==> src/rtl/xbus_cs_pkg.sv <==
package xbus_cs_pkg;

  typedef enum logic [1:0] {
    ST_IDLE  = 2'd0,
    ST_COUNT = 2'd1,
    ST_EXT   = 2'd2
  } seq_state_t;

  // Mode field: bit 1 set selects the external handshake, else bit 0 picks the generator.
  function automatic logic mode_is_ext(input logic [1:0] mode);
    return mode[1];
  endfunction

  function automatic logic mode_gen_idx(input logic [1:0] mode);
    return mode[0];
  endfunction

  // Lowest-numbered set bit survives; all others cleared.
  function automatic logic [3:0] keep_lowest4(input logic [3:0] v);
    return v & (~v + 4'd1);
  endfunction

endpackage

==> src/rtl/xbus_cs_decode.sv <==
module xbus_cs_decode #(
  parameter int ADDR_W = 23,
  parameter int NUM_CS = 4,
  parameter logic [ADDR_W-1:0] CS_BASE [NUM_CS] = '{default: '0},
  parameter int WIN_LG [NUM_CS] = '{default: 14}
) (
  input  logic [ADDR_W-1:0] addr,
  output logic [NUM_CS-1:0] hit_onehot
);

  logic [NUM_CS-1:0] raw_hit;

  for (genvar i = 0; i < NUM_CS; i++) begin : g_win
    localparam int LG = WIN_LG[i];
    localparam logic [ADDR_W-1:0] BASE = CS_BASE[i];
    // Window matches when all address bits above its size agree with the base.
    assign raw_hit[i] = (addr[ADDR_W-1:LG] == BASE[ADDR_W-1:LG]);
  end

  // Priority to the lowest index: isolate the lowest set bit.
  assign hit_onehot = raw_hit & (~raw_hit + NUM_CS'(1));

endmodule

==> src/rtl/xbus_ws_gen.sv <==
module xbus_ws_gen #(
  parameter int WS_W = 4
) (
  input  logic            clk,
  input  logic            rst_n,
  input  logic            load,
  input  logic [WS_W-1:0] load_val,
  input  logic            run,
  output logic            expired
);

  logic [WS_W-1:0] cnt_q;

  always_ff @(posedge clk or negedge rst_n) begin
    if (!rst_n) begin
      cnt_q <= '0;
    end else if (load) begin
      cnt_q <= load_val;
    end else if (run && cnt_q != '0) begin
      cnt_q <= cnt_q - WS_W'(1);
    end
  end

  assign expired = (cnt_q == '0);

endmodule

==> src/rtl/xbus_wait_sync.sv <==
module xbus_wait_sync #(
  parameter int STAGES = 2
) (
  input  logic clk,
  input  logic rst_n,
  input  logic async_in,
  output logic sync_out
);

  logic [STAGES-1:0] chain_q;

  always_ff @(posedge clk or negedge rst_n) begin
    if (!rst_n) begin
      chain_q <= '1;
    end else begin
      chain_q <= {chain_q[STAGES-2:0], async_in};
    end
  end

  assign sync_out = chain_q[STAGES-1];

endmodule

==> src/rtl/xbus_cs_wait.sv <==
module xbus_cs_wait
  import xbus_cs_pkg::*;
#(
  parameter int ADDR_W      = 23,
  parameter int NUM_CS      = 4,
  parameter int WS_W        = 4,
  parameter int TMO_W       = 8,
  parameter int SYNC_STAGES = 2,
  parameter logic [ADDR_W-1:0] CS_BASE [NUM_CS] =
    '{ADDR_W'(32'h700000), ADDR_W'(32'h600000), ADDR_W'(32'h400000), ADDR_W'(32'h000000)},
  parameter int WIN_LG [NUM_CS] = '{14, 20, 21, 22}
) (
  input  logic                  clk,
  input  logic                  rst_n,
  input  logic                  req,
  input  logic [ADDR_W-1:0]     addr,
  input  logic [2*NUM_CS-1:0]   term_mode,
  input  logic [WS_W-1:0]       ws_a,
  input  logic [WS_W-1:0]       ws_b,
  input  logic                  ext_wait_n,
  output logic [NUM_CS-1:0]     cs_n,
  output logic                  ready,
  output logic                  bus_err
);

  localparam int NUM_GEN = 2;
  localparam logic [TMO_W-1:0] TMO_LAST = '1;
  localparam logic [TMO_W-1:0] MIN_EXT  = TMO_W'(SYNC_STAGES);

  seq_state_t state_q;
  logic [NUM_CS-1:0] cs_q;
  logic              gen_sel_q;
  logic [TMO_W-1:0]  elapsed_q;
  logic              miss_q;

  logic [NUM_CS-1:0] hit;
  logic              any_hit;
  logic [1:0]        hit_mode;
  logic              start_evt;
  logic              finish_evt;
  logic              cnt_done;
  logic              ext_done;
  logic              ext_tmo;
  logic              wait_s;
  logic [NUM_GEN-1:0] gen_load;
  logic [NUM_GEN-1:0] gen_run;
  logic [NUM_GEN-1:0] gen_exp;
  logic [WS_W-1:0]    gen_val [NUM_GEN];

  xbus_cs_decode #(
    .ADDR_W (ADDR_W),
    .NUM_CS (NUM_CS),
    .CS_BASE(CS_BASE),
    .WIN_LG (WIN_LG)
  ) u_decode (
    .addr      (addr),
    .hit_onehot(hit)
  );

  assign any_hit = |hit;

  always_comb begin
    hit_mode = 2'b00;
    for (int i = 0; i < NUM_CS; i++) begin
      if (hit[i]) hit_mode = term_mode[2*i +: 2];
    end
  end

  assign start_evt = req && (state_q == ST_IDLE);

  assign gen_val[0] = ws_a;
  assign gen_val[1] = ws_b;

  for (genvar g = 0; g < NUM_GEN; g++) begin : g_gen
    assign gen_load[g] = start_evt && any_hit && !mode_is_ext(hit_mode)
                         && (mode_gen_idx(hit_mode) == 1'(g));
    assign gen_run[g]  = (state_q == ST_COUNT) && (gen_sel_q == 1'(g));
    xbus_ws_gen #(.WS_W(WS_W)) u_gen (
      .clk     (clk),
      .rst_n   (rst_n),
      .load    (gen_load[g]),
      .load_val(gen_val[g]),
      .run     (gen_run[g]),
      .expired (gen_exp[g])
    );
  end

  xbus_wait_sync #(.STAGES(SYNC_STAGES)) u_sync (
    .clk     (clk),
    .rst_n   (rst_n),
    .async_in(ext_wait_n),
    .sync_out(wait_s)
  );

  assign cnt_done   = (state_q == ST_COUNT) && gen_exp[gen_sel_q];
  assign ext_done   = (state_q == ST_EXT) && (elapsed_q >= MIN_EXT) && wait_s;
  assign ext_tmo    = (state_q == ST_EXT) && !ext_done && (elapsed_q == TMO_LAST);
  assign finish_evt = cnt_done || ext_done || ext_tmo;

  always_ff @(posedge clk or negedge rst_n) begin
    if (!rst_n) begin
      state_q   <= ST_IDLE;
      cs_q      <= '0;
      gen_sel_q <= 1'b0;
      elapsed_q <= '0;
      miss_q    <= 1'b0;
    end else begin
      miss_q <= start_evt && !any_hit;
      case (state_q)
        ST_IDLE: begin
          elapsed_q <= '0;
          if (start_evt && any_hit) begin
            cs_q      <= hit;
            gen_sel_q <= mode_gen_idx(hit_mode);
            state_q   <= mode_is_ext(hit_mode) ? ST_EXT : ST_COUNT;
          end
        end
        ST_COUNT: begin
          if (finish_evt) begin
            cs_q    <= '0;
            state_q <= ST_IDLE;
          end
        end
        ST_EXT: begin
          if (finish_evt) begin
            cs_q      <= '0;
            elapsed_q <= '0;
            state_q   <= ST_IDLE;
          end else begin
            elapsed_q <= elapsed_q + TMO_W'(1);
          end
        end
        default: begin
          cs_q    <= '0;
          state_q <= ST_IDLE;
        end
      endcase
    end
  end

  assign cs_n    = ~cs_q;
  assign ready   = finish_evt || miss_q;
  assign bus_err = ext_tmo;

endmodule

==> config.mk <==
export PLATFORM = sky130hd
export DESIGN_NAME = xbus_cs_wait
export DESIGN_NICKNAME = d
export VERILOG_FILES = /design/src/rtl/xbus_cs_pkg.sv /design/src/rtl/xbus_cs_decode.sv /design/src/rtl/xbus_ws_gen.sv /design/src/rtl/xbus_wait_sync.sv /design/src/rtl/xbus_cs_wait.sv
export SDC_FILE = /design/constraint.sdc
export NUM_CORES = 1
export LEC_CHECK = 0
export BUFFER_PORTS_ARGS = -buffer_cell sky130_fd_sc_hd__buf_4
export CORE_AREA = 2 2 63 65
export CTS_BUF_LIST = sky130_fd_sc_hd__clkbuf_4
export CTS_CLUSTER_DIAMETER = 60
export DETAILED_ROUTE_END_ITERATION = 12
export DIE_AREA = 0 0 65 67
export GPL_ROUTABILITY_DRIVEN = 0
export GPL_TIMING_DRIVEN = 0
export HOLD_SLACK_MARGIN = 0.02
export PLACE_DENSITY = 0.75
export SLEW_MARGIN = 20
export SYNTH_ARGS = -nofsm -noshare
export SYNTH_HDL_FRONTEND = slang
export SYNTH_SLANG_ARGS = --single-unit
export TNS_END_PERCENT = 1
==> constraint.sdc <==
create_clock -name clk -period 2.14 [get_ports clk]
set_clock_uncertainty 0.05 [all_clocks]
set_input_delay 0.428 -clock clk [delete_from_list [all_inputs] [get_ports clk]]
set_output_delay 0.428 -clock clk [all_outputs]
set_load 0.005 [all_outputs]
## Word-level counts from Yosys, hierarchy flattened

Index checks and enable logic that the tools add are counted.

| word-level totals | value |
|---|---|
| register bits after elaboration | 26 |
| bits of input ports | 43 |
| output and inout port bits | 6 |
| logic and storage cells | 80 |

| cells by class | value |
|---|---|
| add/subtract/negate cells | 4 |
| order comparisons | 2 |
| equality and inequality tests | 8 |
| mux-type cells | 19 |
| bitwise logic cells | 6 |
| reduce and logical (&&, ||, !) cells | 33 |

Operator list:

| operator | count |
|---|---|
| 4-bit 2-to-1 mux | 6 |
| 8-bit one-hot mux with 2 select lines | 1 |
| 1-bit logical AND | 15 |
| 2-bit 2-to-1 mux | 7 |
| 9-bit == test, second input constant | 1 |
| 8-bit by 1-bit adder with 8-bit output, second input constant | 1 |
| 8-bit == test, second input constant | 1 |
| 8-bit by 2-bit >= comparator with 1-bit output, second input constant | 1 |
| 4-bit logical NOT | 2 |
| 8-bit 2-to-1 mux | 1 |
| 4-bit inverter | 2 |
| 4-bit one-hot mux with 2 select lines | 1 |
| 4-bit nonzero test | 2 |
| 4-bit by 1-bit subtractor with 4-bit output, second input constant | 2 |
| 2-bit nonzero test | 3 |
| 4-bit by 1-bit adder with 4-bit output, second input constant | 1 |
| 4-bit bitwise AND | 1 |
| 2-bit == test, second input constant | 2 |
| 2-bit by 1-bit inequality test with 1-bit output, second input constant | 2 |
| 2-bit one-hot mux with 2 select lines | 1 |
| 2-bit AND reduction | 2 |
| 4-bit OR reduction | 1 |
| 3-bit == test, second input constant | 1 |
| 1-bit logical NOT | 3 |
| 7 further kinds | 12 |

## Longest topological paths before layout

Gate-level depths: netlist of run 1.

| logic depth | value |
|---|---|
| word-level depth | 12 |
| gate-level depth with buffers | 8 |
| depth with buffers taken out | 7 |

## Modules after synthesis

A second synthesis of run 1 with hierarchy kept.

| unflattened totals | value |
|---|---|
| cell total of the unflattened synthesis | 169 |
| area, all modules | 1596.5 um^2 |

Modules (own cells, without submodules):

| module | instances | cells an instance | area each (um^2) | sequential area each (um^2) |
|---|---|---|---|---|
| xbus_cs_wait | 1 | 106 | 962.2 | 400.4 |
| xbus_ws_gen | 2 | 27 | 270.3 | 100.1 |
| xbus_wait_sync | 1 | 2 | 52.6 | 52.6 |
| xbus_cs_decode | 1 | 7 | 41.3 | 0.0 |

## Least setup slack after synthesis of run 1

Ideal clock, no wire load.

| path | value |
|---|---|
| path type | input to register |
| from | input port addr[15] |
| to | register g_gen[0].u_gen.cnt_q[0] |
| setup time | 127 ps |
| arrival | 1858 ps |
| required time | 1963 ps |
| setup slack | 105 ps |
| cell stages on the path | 5 |
| path buffers | 0 |
| cell sequence | or4_4 nor4_4 a21o_4 nand2b_4 mux2_1 |

| on the way | value |
|---|---|
| longest elaborated chain between the ends | 12 |
| elaborated cells on any way between the ends | 16 |
| classes of those cells | add/sub (1); eq/ne (1); mux (5); bitwise (3); reduce/logical (6) |

Ends and longest elaborated chain:

| item | line | text |
|---|---|---|
| from (decl) | xbus_cs_wait.sv:16 | `input logic [ADDR_W-1:0] addr,` |
| 9-bit == test (*) | xbus_cs_decode.sv:17 | `assign raw_hit[i] = (addr[ADDR_W-1:LG] == BASE[ADDR_W-1:LG]);` |
| 4-bit inverter | xbus_cs_decode.sv:21 | `assign hit_onehot = raw_hit & (~raw_hit + NUM_CS'(1));` |
| 4-bit by 1-bit adder with 4-bit output | xbus_cs_decode.sv:21 |  |
| 4-bit bitwise AND (*) | xbus_cs_decode.sv:21 |  |
| 2-bit 2-to-1 mux (4 in series) | xbus_cs_wait.sv:65 | `if (hit[i]) hit_mode = term_mode[2*i +: 2];` |
| 1-bit logical NOT | xbus_cs_wait.sv:75 | `assign gen_load[g] = start_evt && any_hit && !mode_is_ext(hit_mode)` |
| 1-bit logical AND | xbus_cs_wait.sv:75 |  |
| 1-bit logical AND (*) | xbus_cs_wait.sv:76 | `&& (mode_gen_idx(hit_mode) == 1'(g));` |
| 4-bit 2-to-1 mux / 2-bit nonzero test (equally long branches) | -- |  |
| to (signal assigned) | xbus_ws_gen.sv:18 | `cnt_q <= load_val;` |
| to (signal assigned) | xbus_ws_gen.sv:20 | `cnt_q <= cnt_q - WS_W'(1);` |
| to (decl) | xbus_ws_gen.sv:12 | `logic [WS_W-1:0] cnt_q;` |

Mark *: on every way between the ends. The rest lies on a longest branch, timed or not.
A chain may end at the register's enable or synchronous reset.

## Worst setup path in the final report of run 1

| path | value |
|---|---|
| from | register state_q[0] |
| to | output port bus_err |

| on the way | value |
|---|---|
| longest elaborated chain between the ends | 6 |

Ends and longest elaborated chain:

| item | line | text |
|---|---|---|
| from (decl) | xbus_cs_wait.sv:30 | `seq_state_t state_q;` |
| from (signal assigned) | xbus_cs_wait.sv:115 | `state_q <= mode_is_ext(hit_mode) ? ST_EXT : ST_COUNT;` |
| 2-bit == test (*) | xbus_cs_wait.sv:96, xbus_cs_wait.sv:97 |  |
| 1-bit logical AND (2 in series) | xbus_cs_wait.sv:96 | `assign ext_done = (state_q == ST_EXT) && (elapsed_q >= MIN_EXT) && wait_s;` |
| 1-bit logical NOT | xbus_cs_wait.sv:97 | `assign ext_tmo = (state_q == ST_EXT) && !ext_done && (elapsed_q == TMO_LAST);` |
| 1-bit logical AND (*) (2 in series) | xbus_cs_wait.sv:97 |  |
| to (decl) | xbus_cs_wait.sv:23 | `output logic bus_err` |

Marked as above.

==> results of run 1 <==
-- synthesized netlist by cell type, drive strengths merged --
cell | number | area (um^2)
nor2 | 7 | 26.3
a41oi | 1 | 8.76
and2b | 1 | 7.51
ha | 9 | 113
mux2 | 9 | 116
dfrtp | 24 | 601
nand3b | 2 | 15.0
inv | 14 | 52.6
or2 | 1 | 6.26
a22o | 2 | 17.5
o211ai | 4 | 30.0
and3 | 2 | 12.5
nor3 | 7 | 50.1
clkbuf | 1 | 3.75
or4 | 2 | 18.8
or3b | 2 | 20.0
nor2b | 2 | 12.5
dfstp | 2 | 52.6
or2b | 1 | 7.51
a2111oi | 1 | 27.5
or4b | 1 | 10.0
nand3 | 8 | 40.0
a22oi | 1 | 7.51
o32ai | 1 | 8.76
xnor2 | 7 | 61.3
a21o | 3 | 30.0
nor4b | 1 | 15.0
nand2 | 13 | 56.3
o21ai | 5 | 25.0
o22ai | 1 | 20.0
a21boi | 1 | 7.51
or3 | 1 | 6.26
a31oi | 6 | 37.5
nor4 | 4 | 46.3
nand2b | 6 | 45.0
buf | 1 | 7.51
a21oi | 9 | 45.0
a2111o | 1 | 11.3
-- kinds of logic after synthesis --
logic type | Yosys count | share of synthesized area
AND/OR/NAND/NOR | 61 | 0.235
adder cells (fa/ha/maj) | 9 | 0.0671
multiplexers | 9 | 0.0693
XOR/XNOR | 7 | 0.0365
buffers and inverters | 16 | 0.0380
flip-flops | 26 | 0.389
AO/OA/AOI/OAI | 36 | 0.165
-- worst max-delay path: stages, from the launching register on --
cell     delay [ns]
dfrtp_1        0.43
inv_1          0.13
ha_4           0.19
nand3_1        0.14
nor3_4         0.29
and2b_1        0.19
buf_4          0.11
-- worst min path at each step --
stage                         to  slack [ns]              start  depth (start not counted)
2_1_floorplan            cs_q[0]        0.08              rst_n                          0
3_3_place_gp             cs_q[1]        0.30              rst_n                          1
3_5_place_dp   u_sync.chain_q[1]        0.30  u_sync.chain_q[0]                          0
4_1_cts        u_sync.chain_q[0]        0.14         ext_wait_n                          1
5_1_grt        u_sync.chain_q[0]        0.13         ext_wait_n                          1
6_report       u_sync.chain_q[0]        0.15         ext_wait_n                          1
-- stage by stage --
stage | setup TNS (ns) | setup slack, ns
after floorplan | 0 | 0.105
after global placement | -0.481 | -0.0964
after detailed placement | -0.480 | -0.0948
after CTS | -0.342 | -0.165
after global routing | -1.17 | -0.233
final | -0.290 | -0.126
-- state kept, by name, summed over array words and instances (netlist names) --
| register | cells |
|---|---|
| cs_q | 4 |
| elapsed_q | 8 |
| u_sync.chain_q | 2 |
| g_gen.u_gen.cnt_q | 8 |
| miss_q | 1 |
| gen_sel_q | 1 |
| state_q | 2 |
-- metal layers --
metal / share of wire / GRT usage / wire [um] / vias to the layer above
met5: 0 / 0 / 0 / -
met4: 0.0045 / 0.0346 / 16 / 0
met3: 0.025 / 0.0372 / 89 / 2
met2: 0.54 / 0.340 / 1920 / 19
met1: 0.43 / 0.214 / 1530 / 676
li1: - / - / - / 681
-- area by class of cell --
| class | instances | area share |
|---|---|---|
| buffer | 2 | 0.00686 |
| clock buffer | 4 | 0.0137 |
| sequential | 26 | 0.298 |
| multi-input combinational | 122 | 0.479 |
| tap | 48 | 0.0274 |
| inverter | 14 | 0.0240 |
| timing repair buffer | 42 | 0.150 |
-- power breakdown --
part	leakage (nW)	switching (W)	internal, W
registers	0.331	0.000122	0.000645
clock network	0.0184	0.000148	0.0000856
logic	0.624	0.000606	0.000612
total	0.973	0.000875	0.00134
-- repair_timing --
item / CTS / global route
endpoints found under the hold margin: 24 / 0
setup endpoints to repair: 4 / 15
hold buffers: 1 / 0
pin swaps: 7 / 4
resized for setup: 16 / 6
buffers inserted: 6 / 1
==> run_results.csv, run 1 <==
group,metric,value,unit
die,die_w,65,um
timing,fmax,0.441,GHz
routing,antenna_left,0,
timing,whs,0.153,ns
final_layout,fin_util,0.607,
power,peakVddDrop,780,uV
global_routing,antenna_found_initial,0,
logic_synthesis,syn_avg_cell_area,10.2,um^2
global_routing,first_global_vias,1420,
power,power.total,0.00222,W
critical_path,cp_max_fo,6,
die,start_util,0.466,
timing,hold_violations,0,
critical_path,timing.rr.start,"state_q[0]",
critical_path,r2r_setup_slack,-0.02,ns
global_routing,grtUsageTotal,0.182,
clock_network,cts_made_buffers,3,
final_layout,multiInputGateArea,1050,um^2
die,row_count,22,
logic_synthesis,yosysWarnings,0,
clock_network,cts.sinks,26,
timing,relSlewSlack,0.609,
final_layout,seq_area,653,um^2
critical_path,rr_worst_depth,8,
job,cap_violations,0,
final_layout,drive_gt1_frac,0.376,
timing,rsz0062_at_grt,"yes",
critical_path,arrival,1.79,ns
critical_path,cp-startpoint,"state_q[0]",
routing,vias_per_cell,5.34,
logic_synthesis,synth_seq_cells,26,
placement,dp_hpwl,2.64,mm
final_layout,areaGrowthSynthToFinish,30.3,%
critical_path,path_class,"register to output port",
global_routing,grt_pass1_wl,6.11,mm
final_layout,n_fill_cell,313,
timing,finalCriticalPeriod,2.27,ns
timing,period_share,1.06,
placement,dp_cells,246,
clock_network,cts_tree,"built",
timing,setup_slack,-0.126,ns
final_layout,fin_area,2190,um^2
power,leakage,0.973,nW
worst_hold_path,hold_class,"input port to register",
routing,vias,1378,
routing,drtIter0Drc,37,
critical_path,r2r_end,"cs_q[2]",
die,ios,49,
timing,setup_viol,4,
logic_synthesis,ys_seq_area_frac,0.389,
critical_path,end_kind,"output port",
logic_synthesis,synth_cells,164,
critical_path,startpoint_type,"register",
status,violations,"negative setup slack",
placement,io_buffers,34,
logic_synthesis,synth_fp_nets,216,
routing,drt-wirelength-per-cell,13.8,um
placement,placed_area,1990,um^2
die,dieHeight,67,um
global_routing,gr-total-overflow,0,
clock_network,clk_latency,0.33,ns
critical_path,worstPathRequired,1.66,ns
timing,tightest_slew,0.581,ns
critical_path,critPathCapture,"bus_err",
global_routing,grt_max_degree,27,
logic_synthesis,ys_types,50,
clock_network,h-tree-depth,1,
final_layout,fin_cells,258,
clock_network,cts-root-buf,"clkbuf_4",
logic_synthesis,synthesis.area,1680,um^2
die,core,3610,um^2
clock_network,cts.clk_slew.worst_paths,0.13,ns
final_layout,final_cell_mix,"buf_4 (38), dfrtp_1 (24), nand2_1 (12)",
die,die_area,4360,um^2
final_layout,mostFrequentLayoutCell,"buf_4",
status,outcome,"finished, violations left",
routing,drt_first_pass_iters,4,
timing,slew_viol_final,0,
final_layout,final_nets,263,
final_layout,diodes,0,
clock_network,cts_max_path_buffers,2,
power,p_per_area,1010,nW/um^2
routing,drc,0,
routing,wl,3.56,mm
Power figures use the tool's default switching activity.
==> inputs of run 2 (changes only) <==
--- a/config.mk
+++ b/config.mk
@@ -14,7 +14,7 @@
 export GPL_ROUTABILITY_DRIVEN = 0
 export GPL_TIMING_DRIVEN = 0
 export HOLD_SLACK_MARGIN = 0.02
-export PLACE_DENSITY = 0.75
+export PLACE_DENSITY = 0.81
 export SLEW_MARGIN = 20
 export SYNTH_ARGS = -nofsm -noshare
 export SYNTH_HDL_FRONTEND = slang
==> run 2 against run 1 <==
Net effect: the flow still finishes with violations (negative setup slack); setup slack lost 0.028 ns; critical path type unchanged; hold slack got worse by 0.0093 ns; sequential cell count unchanged; cell area is 1.7% lower; total power is 2.5% higher; highest routed layer unchanged; core utilization is 1.0 points lower.
==> run_results.csv, run 2 (synthesized netlist as in run 1, its figures left out) <==
group,metric,value,unit
die,core,3610,um^2
timing,hold_violations,0,
critical_path,end_kind,"output port",
routing,drtIter0Drc,79,
timing,relSlewSlack,0.628,
clock_network,h-tree-depth,1,
routing,wl,3.36,mm
timing,setup_slack,-0.154,ns
power,combPwrFrac,0.505,
die,die_area,4360,um^2
timing,tightest_slew,0.552,ns
critical_path,r2r_setup_slack,-0.05,ns
routing,drt-wirelength-per-cell,13.2,um
global_routing,grtUsageTotal,0.167,
routing,antenna_left,0,
critical_path,crit_chain,"inv_1 > ha_4 > nor4_4 > a21boi_2 > a2111o_1 > buf_6",
final_layout,diodes,0,
placement,io_buffers,34,
final_layout,largestRegisters,"elapsed_q (8), g_gen.u_gen.cnt_q (8), cs_q (4)",
routing,drc,0,
timing,finalSetupTns,-0.277,ns
timing,fmax,0.436,GHz
timing,whs,0.143,ns
clock_network,cts.clk_slew.worst_paths,0.15,ns
final_layout,drive_gt1_frac,0.359,
global_routing,gr-total-overflow,0,
routing,vias,1340,
timing,rsz0062_at_grt,"yes",
global_routing,grt_pass1_wl,5.72,mm
final_layout,multiInputGateArea,1030,um^2
power,peakVddDrop,448,uV
critical_path,path_class,"register to output port",
status,violations,"negative setup slack",
power,p_per_area,1060,nW/um^2
final_layout,mostFrequentLayoutCell,"buf_4",
status,outcome,"finished, violations left",
timing,finalCriticalPeriod,2.29,ns
critical_path,slowest_stage,"a2111o_1",
critical_path,r2r_end,"cs_q[2]",
die,dieHeight,67,um
power,p_switching,0.000874,W
final_layout,fin_util,0.596,
die,die_w,65,um
timing,setup_viol,3,
critical_path,critPathCapture,"ready",
power,clockPowerShare,0.153,
clock_network,clk_latency,0.33,ns
critical_path,worstPathRequired,1.66,ns
power,p_int,0.00140,W
clock_network,cts_max_path_buffers,2,
critical_path,path_depth,6,
global_routing,grt_max_degree,27,
die,ios,49,
critical_path,rr_worst_depth,8,
routing,drt_first_pass_iters,6,
timing,slew_viol_final,0,
clock_network,cts.sinks,26,
final_layout,seq_area,654,um^2
critical_path,timing.rr.start,"g_gen[0].u_gen.cnt_q[0]",
critical_path,cp_slowest_stage_delay,0.43,ns
timing,period_share,1.07,
final_layout,final_nets,259,
global_routing,antenna_found_initial,0,
placement,dp_hpwl,2.55,mm
final_layout,final_cell_mix,"buf_4 (37), dfrtp_1 (23), nand2_1 (12)",
global_routing,first_global_vias,1330,
job,cap_violations,0,
final_layout,n_fill_cell,302,
critical_path,cp_max_fo,3,
routing,vias_per_cell,5.28,
critical_path,cp-startpoint,"elapsed_q[0]",
clock_network,cts_made_buffers,3,
critical_path,critPathTopFamily,"compound AO/OA/AOI/OAI gates",
power,leakage,0.966,nW
clock_network,cts-root-buf,"clkbuf_4",
power,power_frac_seq,0.342,
worst_hold_path,hold_class,"input port to register",
critical_path,path_buf_inv,2,
final_layout,areaGrowthSynthToFinish,28.1,%
clock_network,cts_tree,"built",
die,start_util,0.466,
die,row_count,22,
critical_path,arrival,1.82,ns
critical_path,startpoint_type,"register",
power,power_switching_share,0.384,
==> run 2: power by group through the flow <==
stage	clock network [W]	logic [W]	registers [W]
after CTS	0.000359	0.00111	0.000763
after floorplan	0	0.000830	0.000736
after global placement	0	0.00104	0.000759
final	0.000348	0.00115	0.000778
after detailed placement	0	0.00108	0.000767
after global routing	0.000376	0.00128	0.000793
==> run 2: cell type report <==
cell class | count | area share
buffer | 2 | 0.00524
clock buffer | 3 | 0.0105
clock inverter | 1 | 0.0140
inverter | 14 | 0.0244
multi-input combinational | 122 | 0.478
sequential | 26 | 0.304
tap | 48 | 0.0279
timing repair buffer | 38 | 0.136
==> run 2: metal layers <==
layer	GRT usage	routed length, um	up-vias
met5	0	0	-
met4	0.0638	43	0
met2	0.293	1670	28
met1	0.215	1560	626
li1	-	-	682
met3	0.0118	91	4
==> run 2: metrics by stage <==
stage	std cells	setup WS, ns	total power [W]	cell area, um^2
after CTS	251	-0.229	0.00223	2090
final	254	-0.154	0.00227	2150
after global routing	254	-0.212	0.00245	2150
after floorplan	164	0.105	0.00157	1680
after global placement	246	-0.0846	0.00180	1990
after detailed placement	246	-0.122	0.00185	1990
==> run 2: how the worst min path moves through the flow <==
stage / to / depth (start not counted) / slack [ns] / from
floorplan: cs_q[0] / 0 / 0.08 / rst_n
global placement: u_sync.chain_q[1] / 0 / 0.30 / u_sync.chain_q[0]
detailed placement: u_sync.chain_q[1] / 0 / 0.30 / u_sync.chain_q[0]
CTS: u_sync.chain_q[0] / 1 / 0.13 / ext_wait_n
global route: u_sync.chain_q[0] / 1 / 0.12 / ext_wait_n
finish: u_sync.chain_q[0] / 1 / 0.14 / ext_wait_n
==> run 2: timing repair <==
| item | 4_1_cts | 5_1_grt |
|---|---|---|
| buffers inserted | 0 | 3 |
| endpoints found under the setup margin | 3 | 7 |
| pin swaps | 1 | 6 |
| hold buffers | 1 | 0 |
| endpoints found under the hold margin | 24 | 0 |
| resized for setup | 7 | 9 |
==> inputs of run 3 (changes only) <==
--- a/config.mk
+++ b/config.mk
@@ -5,6 +5,7 @@
 export SDC_FILE = /design/constraint.sdc
 export NUM_CORES = 1
 export LEC_CHECK = 0
+export ABC_AREA = 1
 export BUFFER_PORTS_ARGS = -buffer_cell sky130_fd_sc_hd__buf_4
 export CORE_AREA = 2 2 63 65
 export CTS_BUF_LIST = sky130_fd_sc_hd__clkbuf_4
@@ -14,7 +15,7 @@
 export GPL_ROUTABILITY_DRIVEN = 0
 export GPL_TIMING_DRIVEN = 0
 export HOLD_SLACK_MARGIN = 0.02
-export PLACE_DENSITY = 0.81
+export PLACE_DENSITY = 0.83
 export SLEW_MARGIN = 20
 export SYNTH_ARGS = -nofsm -noshare
 export SYNTH_HDL_FRONTEND = slang
==> run 3 against run 2 <==
Net effect: the flow still finishes with violations (negative setup slack); wire length up 4.7%; synthesized cell count up 26%; critical path depth up 2; register-to-register slack better by 0.37 ns; clock power down 37%; cell count up 18%; global-route usage up 1.1 points; combinational power down 4%; via count up 12%; sequential cell count unchanged; setup slack better by 0.030 ns; first-iteration DRC count down 37%; critical path type unchanged; critical endpoint unchanged.
==> run_results.csv, run 3 <==
group,metric,value,unit
global_routing,grtUsageTotal,0.178,
logic_synthesis,ys_types,35,
logic_synthesis,synth_edf_count,0,
power,peakVddDrop,417,uV
die,dieHeight,67,um
worst_hold_path,hp-start,"ext_wait_n",
logic_synthesis,synth_seq_cells,26,
final_layout,final_nets,305,
routing,vias,1495,
die,core,3610,um^2
clock_network,cts.clk_slew.worst_paths,0.15,ns
power,p_per_area,932,nW/um^2
final_layout,areaGrowthSynthToFinish,25.9,%
critical_path,startpoint_type,"register",
clock_network,cts_max_path_buffers,2,
logic_synthesis,synthesis.area,1760,um^2
die,die_area,4360,um^2
final_layout,n_fill_cell,331,
routing,vias_per_cell,4.98,
critical_path,path_class,"register to output port",
logic_synthesis,synth_top_area_share,0.341,
critical_path,rr_worst_depth,11,
global_routing,gr-total-overflow,0,
routing,drtIter0Drc,50,
worst_hold_path,min_to,"u_sync.chain_q[0]",
logic_synthesis,async_flop_share,1.00,
routing,drc,0,
power,combPwrFrac,0.534,
logic_synthesis,synth_cells,207,
clock_network,cts_made_buffers,3,
critical_path,end_kind,"output port",
global_routing,first_global_vias,1490,
die,row_count,22,
logic_synthesis,synthTopCellsByArea,"dfrtp_1 (34%), nand2_1 (11%), nand3_1 (7.4%)",
final_layout,mostFrequentLayoutCell,"nand2_1",
critical_path,timing.rr.start,"elapsed_q[0]",
clock_network,cts-root-buf,"clkbuf_4",
critical_path,r2r_setup_slack,0.32,ns
timing,fmax,0.442,GHz
timing,tightest_slew,0.478,ns
routing,drt_first_pass_iters,4,
critical_path,r2r_end,"cs_q[0]",
clock_network,h-tree-depth,1,
final_layout,drive_gt1_frac,0.333,
logic_synthesis,synth_top_area_cell,"dfrtp_1",
timing,setup_viol,2,
logic_synthesis,ys_seq_area_frac,0.371,
timing,setup_slack,-0.124,ns
final_layout,final_cell_mix,"nand2_1 (52), buf_4 (40), nand3_1 (25)",
final_layout,seq_area,654,um^2
global_routing,grt_pass1_wl,6.11,mm
worst_hold_path,hold_class,"input port to register",
power,clockPowerShare,0.105,
status,outcome,"finished, violations left",
routing,antenna_left,0,
power,power_switching_share,0.432,
die,die_w,65,um
job,cap_violations,0,
worst_hold_path,hold_depth,1,
critical_path,arrival,1.79,ns
timing,hold_violations,0,
critical_path,worstPathRequired,1.66,ns
final_layout,multiInputGateArea,1050,um^2
clock_network,cts_tree,"built",
power,power_frac_seq,0.360,
final_layout,largestRegisters,"elapsed_q (8), g_gen.u_gen.cnt_q (8), cs_q (4)",
final_layout,fin_util,0.615,
global_routing,grt_max_degree,27,
timing,period_share,1.06,
timing,rsz0062_at_grt,"yes",
placement,io_buffers,34,
clock_network,cts.sinks,26,
logic_synthesis,synth_fp_nets,259,
logic_synthesis,synth.most_common_cell,"nand2_1",
routing,wl,3.52,mm
clock_network,clk_latency,0.33,ns
timing,finalSetupTns,-0.164,ns
final_layout,diodes,0,
global_routing,antenna_found_initial,0,
logic_synthesis,synth_common_cells,"nand2_1 (52), nand3_1 (26), dfrtp_1 (24)",
final_layout,fin_cells,300,
status,violations,"negative setup slack",
timing,relSlewSlack,0.681,
power,p_int,0.00117,W
critical_path,cp_max_fo,3,
logic_synthesis,synthFlopType,"dfrtp_1",
die,start_util,0.489,
power,leakage,1.07,nW
routing,drt-wirelength-per-cell,11.7,um
logic_synthesis,syn_avg_cell_area,8.51,um^2
timing,finalCriticalPeriod,2.26,ns
power,p_switching,0.000893,W
placement,dp_hpwl,2.61,mm
die,ios,49,
timing,slew_viol_final,0,
placement,dp_cells,289,
logic_synthesis,yosysWarnings,0,
==> run 3: cell types whose count changed after synthesis, moves of 5 or more <==
cell | previous run | this run
nand2b_1 | 5 | 0
o22ai_2 | 0 | 5
nand3_1 | 8 | 26
xnor2_1 | 7 | 1
xor2_1 | 0 | 7
nor2_1 | 7 | 14
a21oi_1 | 9 | 2
a31oi_1 | 6 | 0
nand2_1 | 12 | 52
inv_1 | 13 | 21
==> run 3: critical path, cell delays in order (launching register included) <==
cell,delay (ns)
dfrtp_1,0.47
inv_2,0.07
ha_4,0.16
nor2_4,0.08
nand3_2,0.09
o21bai_4,0.19
and2b_4,0.18
nand3b_1,0.08
buf_4,0.14
==> run 3: stage by stage <==
stage	power, W	setup slack [ns]	instance area (um^2)	hold WS [ns]
2_1_floorplan	0.00149	0.389	1760	0.0824
3_3_place_gp	0.00170	0.201	2080	0.300
3_5_place_dp	0.00174	0.198	2080	0.300
4_1_cts	0.00203	-0.0662	2180	0.128
5_1_grt	0.00228	-0.177	2220	0.112
6_report	0.00207	-0.124	2220	0.136
==> run 3: layer usage <==
| layer | track usage | routed length, um | vias to the layer above |
|---|---|---|---|
| li1 | - | - | 765 |
| met1 | 0.211 | 1520 | 686 |
| met2 | 0.330 | 1810 | 37 |
| met3 | 0.0186 | 123 | 7 |
| met4 | 0.0691 | 68 | 0 |
| met5 | 0 | 0 | - |
==> run 3: worst max path at each step <==
stage            startpoint    end  slack, ns  cells after the start
2_1_floorplan    state_q[0]  ready       0.39                      6
5_1_grt        elapsed_q[0]  ready      -0.18                      8
6_report       elapsed_q[0]  ready      -0.12                      8
4_1_cts        elapsed_q[0]  ready      -0.07                      8
3_3_place_gp   elapsed_q[0]  ready       0.20                      8
3_5_place_dp     state_q[0]  ready       0.20                      7
==> run 3: power by group through the flow <==
stage / Sequential, W / Combinational, W / Clock (W)
detailed placement: 0.000748 / 0.000995 / 0
finish: 0.000745 / 0.00110 / 0.000218
floorplan: 0.000723 / 0.000768 / 0
global route: 0.000763 / 0.00127 / 0.000245
global placement: 0.000740 / 0.000960 / 0
CTS: 0.000730 / 0.00107 / 0.000227
==> run 3: cell families (layout without fill, tap and decap cells) <==
group,Yosys count,count (layout),share of synthesized area
fa+ha+maj,9,9,0.0639
flops,26,26,0.371
mux,1,1,0.00568
compound gates,15,15,0.0710
xor+xnor,8,8,0.0398
buf+inv,29,74,0.0639
simple gates,119,119,0.385
==> run 3: area by class of cell <==
cell class                      count  area share
Clock buffer                        3      0.0102
Inverter                           28      0.0491
Buffer                              1     0.00169
Clock inverter                      1     0.00169
Sequential cell                    26       0.295
Multi-Input combinational cell    152       0.475
Timing Repair Buffer               41       0.140
Tap cell                           48      0.0271
==> run 3: repair_timing <==
item / CTS / global route
gates cloned: 0 / 0
hold buffers: 1 / 0
hold endpoints to repair: 24 / 0
buffers inserted: 6 / 0
pin swaps: 2 / 2
endpoints found under the setup margin: 2 / 2
gates resized for setup: 4 / 8
